## src/rtl/spi_cmd_pkg.sv

```systemverilog
package spi_cmd_pkg;
  typedef enum logic [1:0] {
    OP_RD_DATA = 2'b00,
    OP_RD_CFG  = 2'b01,
    OP_WR_DATA = 2'b10,
    OP_WR_CFG  = 2'b11
  } op_e;

  localparam int FRAME_W = 16;
  localparam int CFG_W   = 10;
  localparam int MASK_W  = 4;
  localparam int DATA_W  = 8;

  // configuration fields kept from a write frame
  function automatic logic [CFG_W-1:0] pick_cfg(input logic [FRAME_W-1:0] w);
    return {w[13], w[12], w[7:0]};
  endfunction

  // low 14 reply bits of a data operation
  function automatic logic [FRAME_W-3:0] data_reply(input logic flag, input logic cts,
      input logic extra, input logic [DATA_W-1:0] data);
    return {3'b000, flag, cts, extra, data};
  endfunction

  // low 14 reply bits of a configuration read
  function automatic logic [FRAME_W-3:0] cfg_reply(input logic [CFG_W-1:0] cfg,
      input logic sdown, input logic [MASK_W-1:0] mask);
    return {cfg[9], sdown, mask, cfg[7:0]};
  endfunction

  function automatic logic irq_any(input logic [MASK_W-1:0] src, input logic [MASK_W-1:0] mask);
    return |(src & mask);
  endfunction
endpackage

```

## src/rtl/spi_cmd_frame.sv

```systemverilog
module spi_cmd_frame
  import spi_cmd_pkg::*;
#(
  parameter int FW = FRAME_W
) (
  input  logic          clk,
  input  logic          rst_n,
  input  logic          cs_n,
  input  logic          sclk,
  input  logic          mosi,
  input  logic [1:0]    rt_i,
  input  logic [FW-3:0] reply_lo_i,
  output logic [1:0]    early_op_o,
  output logic          miso_o,
  output logic          miso_oe_o,
  output logic          frame_done_o,
  output logic [FW-1:0] word_o,
  output logic          last_edge_o,
  output logic [1:0]    nxt_op_o,
  output logic [3:0]    nxt_mask_o
);
  localparam int CNT_W = $clog2(FW + 2);
  localparam logic [CNT_W-1:0] CNT_FULL = CNT_W'(FW);
  localparam logic [CNT_W-1:0] CNT_OVER = CNT_W'(FW + 1);

  logic             sclk_q, cs_q, oe_q;
  logic [CNT_W-1:0] cnt_q;
  logic [FW-1:0]    sh_q, out_q, nxt;
  logic             cs_fall, cs_rise, sclk_rise, sclk_fall;

  assign cs_fall   = !cs_n && cs_q;
  assign cs_rise   = cs_n && !cs_q;
  assign sclk_rise = !cs_n && !cs_q && sclk && !sclk_q;
  assign sclk_fall = !cs_n && !cs_q && !sclk && sclk_q;
  assign nxt       = {sh_q[FW-2:0], mosi};

  assign early_op_o   = {sh_q[0], mosi};
  assign last_edge_o  = sclk_rise && (cnt_q == CNT_FULL - 1'b1);
  assign nxt_op_o     = nxt[FW-1:FW-2];
  assign nxt_mask_o   = nxt[FW-5:FW-8];
  assign frame_done_o = cs_rise && (cnt_q == CNT_FULL);
  assign word_o       = sh_q;
  assign miso_o       = out_q[FW-1];
  assign miso_oe_o    = oe_q;

  always_ff @(posedge clk or negedge rst_n) begin
    if (!rst_n) begin
      sclk_q <= 1'b0;
      cs_q   <= 1'b1;
      oe_q   <= 1'b0;
      cnt_q  <= CNT_OVER;
      sh_q   <= '0;
      out_q  <= '0;
    end else begin
      sclk_q <= sclk;
      cs_q   <= cs_n;
      if (cs_fall) begin
        cnt_q <= '0;
        oe_q  <= 1'b1;
        out_q <= {rt_i, {(FW-2){1'b0}}};
      end else if (cs_n) begin
        oe_q <= 1'b0;
      end else if (sclk_rise) begin
        if (cnt_q < CNT_FULL) sh_q <= nxt;
        if (cnt_q <= CNT_FULL) cnt_q <= cnt_q + 1'b1;
        // operation known at second edge: fill in the body of the reply
        if (cnt_q == CNT_W'(1)) out_q <= {out_q[FW-1], reply_lo_i, 1'b0};
      end else if (sclk_fall) begin
        out_q <= {out_q[FW-2:0], 1'b0};
      end
    end
  end
endmodule

```

## src/rtl/spi_cmd_regs.sv

```systemverilog
module spi_cmd_regs
  import spi_cmd_pkg::*;
#(
  parameter int FW = FRAME_W,
  parameter int CW = CFG_W,
  parameter int MW = MASK_W,
  parameter int DW = DATA_W
) (
  input  logic          clk,
  input  logic          rst_n,
  input  logic          frame_done_i,
  input  logic [FW-1:0] word_i,
  input  logic          last_edge_i,
  input  logic [1:0]    nxt_op_i,
  input  logic [MW-1:0] nxt_mask_i,
  input  logic          tx_busy_i,
  output logic [CW-1:0] cfg_o,
  output logic [MW-1:0] mask_o,
  output logic          rts_o,
  output logic          cfg_clr_o,
  output logic          tx_load_o,
  output logic [DW:0]   tx_word_o,
  output logic          rx_pop_o,
  output logic          mask_hit_o
);
  op_e          op;
  logic         pend_q;
  logic [CW-1:0] pend_cfg_q;

  assign op         = op_e'(word_i[FW-1:FW-2]);
  assign mask_hit_o = last_edge_i && (op_e'(nxt_op_i) == OP_WR_CFG);

  always_ff @(posedge clk or negedge rst_n) begin
    if (!rst_n) begin
      cfg_o      <= '0;
      mask_o     <= '0;
      rts_o      <= 1'b0;
      cfg_clr_o  <= 1'b0;
      tx_load_o  <= 1'b0;
      tx_word_o  <= '0;
      rx_pop_o   <= 1'b0;
      pend_q     <= 1'b0;
      pend_cfg_q <= '0;
    end else begin
      cfg_clr_o <= frame_done_i && (op == OP_WR_CFG);
      rx_pop_o  <= frame_done_i && (op == OP_RD_DATA);
      tx_load_o <= frame_done_i && (op == OP_WR_DATA) && !word_i[10];
      if (mask_hit_o) mask_o <= nxt_mask_i;
      if (frame_done_i && op == OP_WR_CFG) begin
        mask_o     <= word_i[11:8];
        pend_cfg_q <= pick_cfg(word_i);
        pend_q     <= 1'b1;
      end else if (pend_q && !tx_busy_i) begin
        cfg_o  <= pend_cfg_q;
        pend_q <= 1'b0;
      end
      if (frame_done_i && op == OP_WR_DATA) begin
        rts_o <= word_i[9];
        if (!word_i[10]) tx_word_o <= word_i[DW:0];
      end
    end
  end
endmodule

```

## src/rtl/spi_cmd_irq.sv

```systemverilog
module spi_cmd_irq
  import spi_cmd_pkg::*;
#(
  parameter int MW = MASK_W
) (
  input  logic          clk,
  input  logic          rst_n,
  input  logic          tx_empty_i,
  input  logic          rx_avail_i,
  input  logic          rx_extra_i,
  input  logic          rx_flag_i,
  input  logic          rd_clear_i,
  input  logic [MW-1:0] mask_i,
  output logic          irq_req_o,
  output logic          irq_n_o
);
  logic te_q, tsrc_q;

  assign irq_req_o = irq_any({tsrc_q, rx_avail_i, rx_extra_i, rx_flag_i}, mask_i);

  always_ff @(posedge clk or negedge rst_n) begin
    if (!rst_n) begin
      te_q    <= 1'b1;
      tsrc_q  <= 1'b0;
      irq_n_o <= 1'b1;
    end else begin
      te_q    <= tx_empty_i;
      irq_n_o <= !irq_req_o;
      if (rd_clear_i) tsrc_q <= 1'b0;
      else if (tx_empty_i && !te_q) tsrc_q <= 1'b1;
    end
  end
endmodule

```

## src/rtl/spi_cmd_port.sv

```systemverilog
module spi_cmd_port
  import spi_cmd_pkg::*;
(
  input  logic              clk,
  input  logic              rst_n,
  input  logic              spi_cs_n,
  input  logic              spi_sclk,
  input  logic              spi_mosi,
  output logic              spi_miso,
  output logic              spi_miso_oe,
  input  logic              st_tx_empty,
  input  logic              st_tx_busy,
  input  logic              st_rx_avail,
  input  logic              st_rx_extra,
  input  logic              st_rx_flag,
  input  logic [DATA_W-1:0] st_rx_data,
  input  logic              st_shutdown,
  input  logic              cts_n_pin,
  output logic [CFG_W-1:0]  cfg_o,
  output logic [MASK_W-1:0] mask_o,
  output logic              cfg_clr_o,
  output logic              tx_load_o,
  output logic [DATA_W:0]   tx_word_o,
  output logic              rx_pop_o,
  output logic              rts_n_o,
  output logic              irq_n_o
);
  logic [1:0]         early_op, nxt_op;
  logic [MASK_W-1:0]  nxt_mask;
  logic [FRAME_W-3:0] reply_lo;
  logic [FRAME_W-1:0] frame_word;
  logic               frame_done, last_edge, mask_hit, rts_q, irq_req;
  logic [1:0]         frame_op;

  assign frame_op = frame_word[FRAME_W-1:FRAME_W-2];

  always_comb begin
    case (op_e'(early_op))
      OP_RD_CFG: reply_lo = cfg_reply(cfg_o, st_shutdown, mask_o);
      OP_WR_CFG: reply_lo = '0;
      default:   reply_lo = data_reply(st_rx_flag, !cts_n_pin, st_rx_extra, st_rx_data);
    endcase
  end

  spi_cmd_frame #(.FW(FRAME_W)) frame_i (
    .clk(clk), .rst_n(rst_n), .cs_n(spi_cs_n), .sclk(spi_sclk), .mosi(spi_mosi),
    .rt_i({st_rx_avail, st_tx_empty}), .reply_lo_i(reply_lo), .early_op_o(early_op),
    .miso_o(spi_miso), .miso_oe_o(spi_miso_oe), .frame_done_o(frame_done),
    .word_o(frame_word), .last_edge_o(last_edge), .nxt_op_o(nxt_op), .nxt_mask_o(nxt_mask)
  );

  spi_cmd_regs #(.FW(FRAME_W), .CW(CFG_W), .MW(MASK_W), .DW(DATA_W)) regs_i (
    .clk(clk), .rst_n(rst_n), .frame_done_i(frame_done), .word_i(frame_word),
    .last_edge_i(last_edge), .nxt_op_i(nxt_op), .nxt_mask_i(nxt_mask),
    .tx_busy_i(st_tx_busy), .cfg_o(cfg_o), .mask_o(mask_o), .rts_o(rts_q),
    .cfg_clr_o(cfg_clr_o), .tx_load_o(tx_load_o), .tx_word_o(tx_word_o),
    .rx_pop_o(rx_pop_o), .mask_hit_o(mask_hit)
  );

  spi_cmd_irq #(.MW(MASK_W)) irq_i (
    .clk(clk), .rst_n(rst_n), .tx_empty_i(st_tx_empty), .rx_avail_i(st_rx_avail),
    .rx_extra_i(st_rx_extra), .rx_flag_i(st_rx_flag), .rd_clear_i(rx_pop_o),
    .mask_i(mask_o), .irq_req_o(irq_req), .irq_n_o(irq_n_o)
  );

  assign rts_n_o = !rts_q;
endmodule

```

## config.mk

```make
export PLATFORM = sky130hd
export DESIGN_NAME = spi_cmd_port
export DESIGN_NICKNAME = d
export VERILOG_FILES = /design/src/rtl/spi_cmd_pkg.sv /design/src/rtl/spi_cmd_frame.sv /design/src/rtl/spi_cmd_regs.sv /design/src/rtl/spi_cmd_irq.sv /design/src/rtl/spi_cmd_port.sv
export SDC_FILE = /design/constraint.sdc
export NUM_CORES = 1
export LEC_CHECK = 0
export BUFFER_PORTS_ARGS = -buffer_cell sky130_fd_sc_hd__buf_2
export CORE_MARGIN = 3
export CORE_UTILIZATION = 35
export DETAILED_ROUTE_END_ITERATION = 12
export GPL_ROUTABILITY_DRIVEN = 1
export MAX_ROUTING_LAYER = met4
export PLACE_DENSITY = 0.61
export REMOVE_ABC_BUFFERS = 1
export SYNTH_ARGS = -nofsm -noshare
export SYNTH_HDL_FRONTEND = slang
export SYNTH_SLANG_ARGS = --single-unit
```

## constraint.sdc

```tcl
create_clock -name clk -period 2.6 [get_ports clk]
set_clock_uncertainty 0.05 [all_clocks]
set_input_delay 0.26 -clock clk [delete_from_list [all_inputs] [get_ports clk]]
set_output_delay 0.26 -clock clk [all_outputs]
set_load 0.01 [all_outputs]
```

==> flow_summary.json <==
{
  "timing.max_cap.violations": 0,
  "dieWidth_microns": 105,
  "clkLatencyLatePin_ns": 0.35,
  "rows": 35,
  "wl_per_cell_microns": 16.0,
  "p_leak_uw": 0.00206,
  "hold_violations": 0,
  "worstSetupPathType": "register to register",
  "cts_num_sinks": 80,
  "layout_commonest_cell": "dfrtp_1",
  "drtIter0Drc": 68,
  "cts_resized": 0,
  "synth.area.mux_share": 0.164,
  "clk_pin_slew_ns": 0.09,
  "syn_area_sq_um": 3440,
  "layout-drive-gt1-share": 0.420,
  "yosys_warnings": 0,
  "hold_path_class": "input port to async pin",
  "synth_top_family_by_area": "multiplexers",
  "worst_pin_slew_ns": 0.987,
  "relSlewSlack": 0.342,
  "post-place-cells": 429,
  "layout_common_cells": "dfrtp_1, mux2_2, buf_2",
  "port-buffer-count": 49,
  "cts_root_buffer": "clkbuf_8",
  "start_util": 0.365,
  "period_share": 0.924,
  "cts_tree": "done",
  "vias_per_cell": 4.97,
  "synthArstFlopShare": 1.00,
  "critPathRequiredTime_ns": 2.79,
  "multi_input_area_sq_um": 1360,
  "syn_area_per_cell_sq_um": 13.4,
  "ff2ff_path_depth": 7,
  "final_cells": 448,
  "power_per_cell_area_nw_per_um2": 618,
  "startpoint_type": "register",
  "synth_edf_count": 0,
  "dpl_cell_area_sq_um": 3850,
  "ys.flop_type": "dfrtp_1",
  "seq_area_frac_synth": 0.584,
  "grt_pass1_vias": 2324,
  "outcome": "complete, no violations",
  "synthSimpleGateAreaFrac": 0.0967,
  "setup_tns_ns": 0,
  "core_area_sq_um": 9420,
  "yosysUniqueCellTypes": 40,
  "rsz0062_at_grt": "false",
  "drc_errors": 0,
  "r2r_slack_ns": 0.20,
  "grt_pass1_wl_microns": 12400,
  "cts_buffer_depth": 2,
  "vias": 2227,
  "antenna_found_initial": 0,
  "fin_ws_ns": 0.198,
  "grt_usage": 0.144,
  "synthAdderAreaFrac": 0.0145,
  "ys_seq_elements": 80,
  "timing.fmax_ghz": 0.416,
  "end_kind": "register",
  "fin_nets": 338,
  "pin_count": 50,
  "regArea_sq_um": 2010,
  "n_antenna_cell": 0,
  "final.min_clock_period_ns": 2.40,
  "final_area_sq_um": 4090,
  "syn_inst": 257,
  "cts_max_level": 3,
  "r2r_end": "regs_i.tx_word_o[6]",
  "wl_microns": 7160,
  "finalSetupViolations": 0,
  "place_congestion": 0.756,
  "num-fill-cells": 895,
  "cts_made_buffers": 9,
  "dieArea_sq_um": 11100,
  "die_height_microns": 105,
  "synth_xor_area_frac": 0.00255,
  "grt_max_degree": 81,
  "synth_compound_area_frac": 0.115,
  "drtPass1Iterations": 4,
  "pre_cts_ws_ns": 0.202,
  "finalMaxSlewViolations": 0,
  "grt_overflow": 0,
  "ir_worst_vdd_mv": 0.242,
  "syn_to_final_growth_pct": 18.8,
  "arrival_ns": 2.60,
  "rr_startpoint": "frame_i.cnt_q[1]",
  "dp_hpwl_microns": 5070,
  "ant_nets": 0,
  "crit_path_max_fanout": 9
}
metal layers:
layer | up-vias | wire length [microns] | track usage
li1 | 1064 | - | -
met1 | 1121 | 3650 | 0.201
met2 | 33 | 3290 | 0.210
met3 | 9 | 139 | 0.0210
met4 | 0 | 82 | 0.0590
met5 | - | 0 | -
cells in the mapped netlist, drive strengths merged, types with 2 or more instances:
cell type | instances | share of area
dfrtp | 75 | 0.55
inv | 6 | 0.0065
o21bai | 2 | 0.0044
ha | 4 | 0.015
a21oi | 10 | 0.015
clkbuf | 8 | 0.0087
a21o | 6 | 0.013
nor4b | 3 | 0.014
nor2b | 4 | 0.0073
mux2 | 50 | 0.16
a32o | 8 | 0.023
or3b | 2 | 0.0058
nor2 | 13 | 0.015
a221o | 8 | 0.023
dfstp | 5 | 0.038
nand2b | 9 | 0.016
a221oi | 2 | 0.0051
buf | 4 | 0.0073
nand2 | 7 | 0.0076
a22o | 9 | 0.023
nand3 | 7 | 0.010
nor3 | 2 | 0.0029
state kept, by name, indices dropped and copies added, names as in the netlist:
name               cells
regs_i.cfg_o          10
regs_i.tx_word_o       9
frame_i.cs_q           1
irq_i.tsrc_q           1
frame_i.cnt_q          5
irq_i.te_q             1
regs_i.rx_pop_o        1
regs_i.rts_o           1
frame_i.miso_oe_o      1
frame_i.out_q         15
frame_i.word_o        16
regs_i.tx_load_o       1
frame_i.sclk_q         1
regs_i.pend_q          1
regs_i.mask_o          4
regs_i.cfg_clr_o       1
regs_i.pend_cfg_q     10
irq_i.irq_n_o          1
final cells by class:
cell class | count | share of cell area
timing repair buffer | 58 | 0.0790
clock inverter | 7 | 0.0205
multi-input combinational | 158 | 0.333
sequential | 80 | 0.491
inverter | 7 | 0.00643
clock buffer | 9 | 0.0303
tap | 129 | 0.0395
how the worst max path moves through the flow:
stage	slack, ns	depth (start not counted)	end	from
after global routing	0.09	7	regs_i.tx_word_o[0]	frame_i.cnt_q[1]
after CTS	0.19	7	regs_i.tx_word_o[0]	frame_i.cnt_q[1]
after floorplan	-0.34	6	regs_i.cfg_o[0]	frame_i.cnt_q[1]
after detailed placement	0.20	7	regs_i.tx_word_o[3]	frame_i.cnt_q[1]
final	0.20	7	regs_i.tx_word_o[6]	frame_i.cnt_q[1]
after global placement	0.24	7	regs_i.tx_word_o[5]	frame_i.cnt_q[1]
through the flow:
step | hold slack, ns | utilization | power [uW]
after global placement | 0.346 | 0.409 | 1580
after global routing | 0.0383 | 0.434 | 2640
after CTS | 0.0253 | 0.434 | 2570
final | 0.0190 | 0.434 | 2530
after floorplan | -0.0856 | - | 1490
after detailed placement | 0.354 | 0.409 | 1590
worst max-delay path: stages (launching register included):
cell,delay (ns)
dfrtp_1,0.42
inv_1,0.09
ha_1,0.14
or3b_4,0.41
or3_4,0.42
nor4b_4,0.21
buf_4,0.22
mux2_2,0.35
cell families after synthesis:
| logic type | Yosys count |
|---|---|
| buf+inv | 19 |
| mux | 50 |
| xor+xnor | 1 |
| simple gates | 54 |
| compound gates | 49 |
| fa+ha+maj | 4 |
| flops | 80 |
power by group:
part	internal (uW)	switching [uW]	total, uW	leakage [uW]
clock	464	498	962	0.000103
combinational	97.3	101	199	0.000877
sequential	1310	53.0	1370	0.00108
total	1870	652	2530	0.00206
what timing repair did:
item / CTS / global route
setup buffers: 0 / 0
hold endpoints to repair: 3 / 0
endpoints found under the setup margin: 0 / 0
hold buffers: 3 / 0
Power figures use the tool's default switching activity.
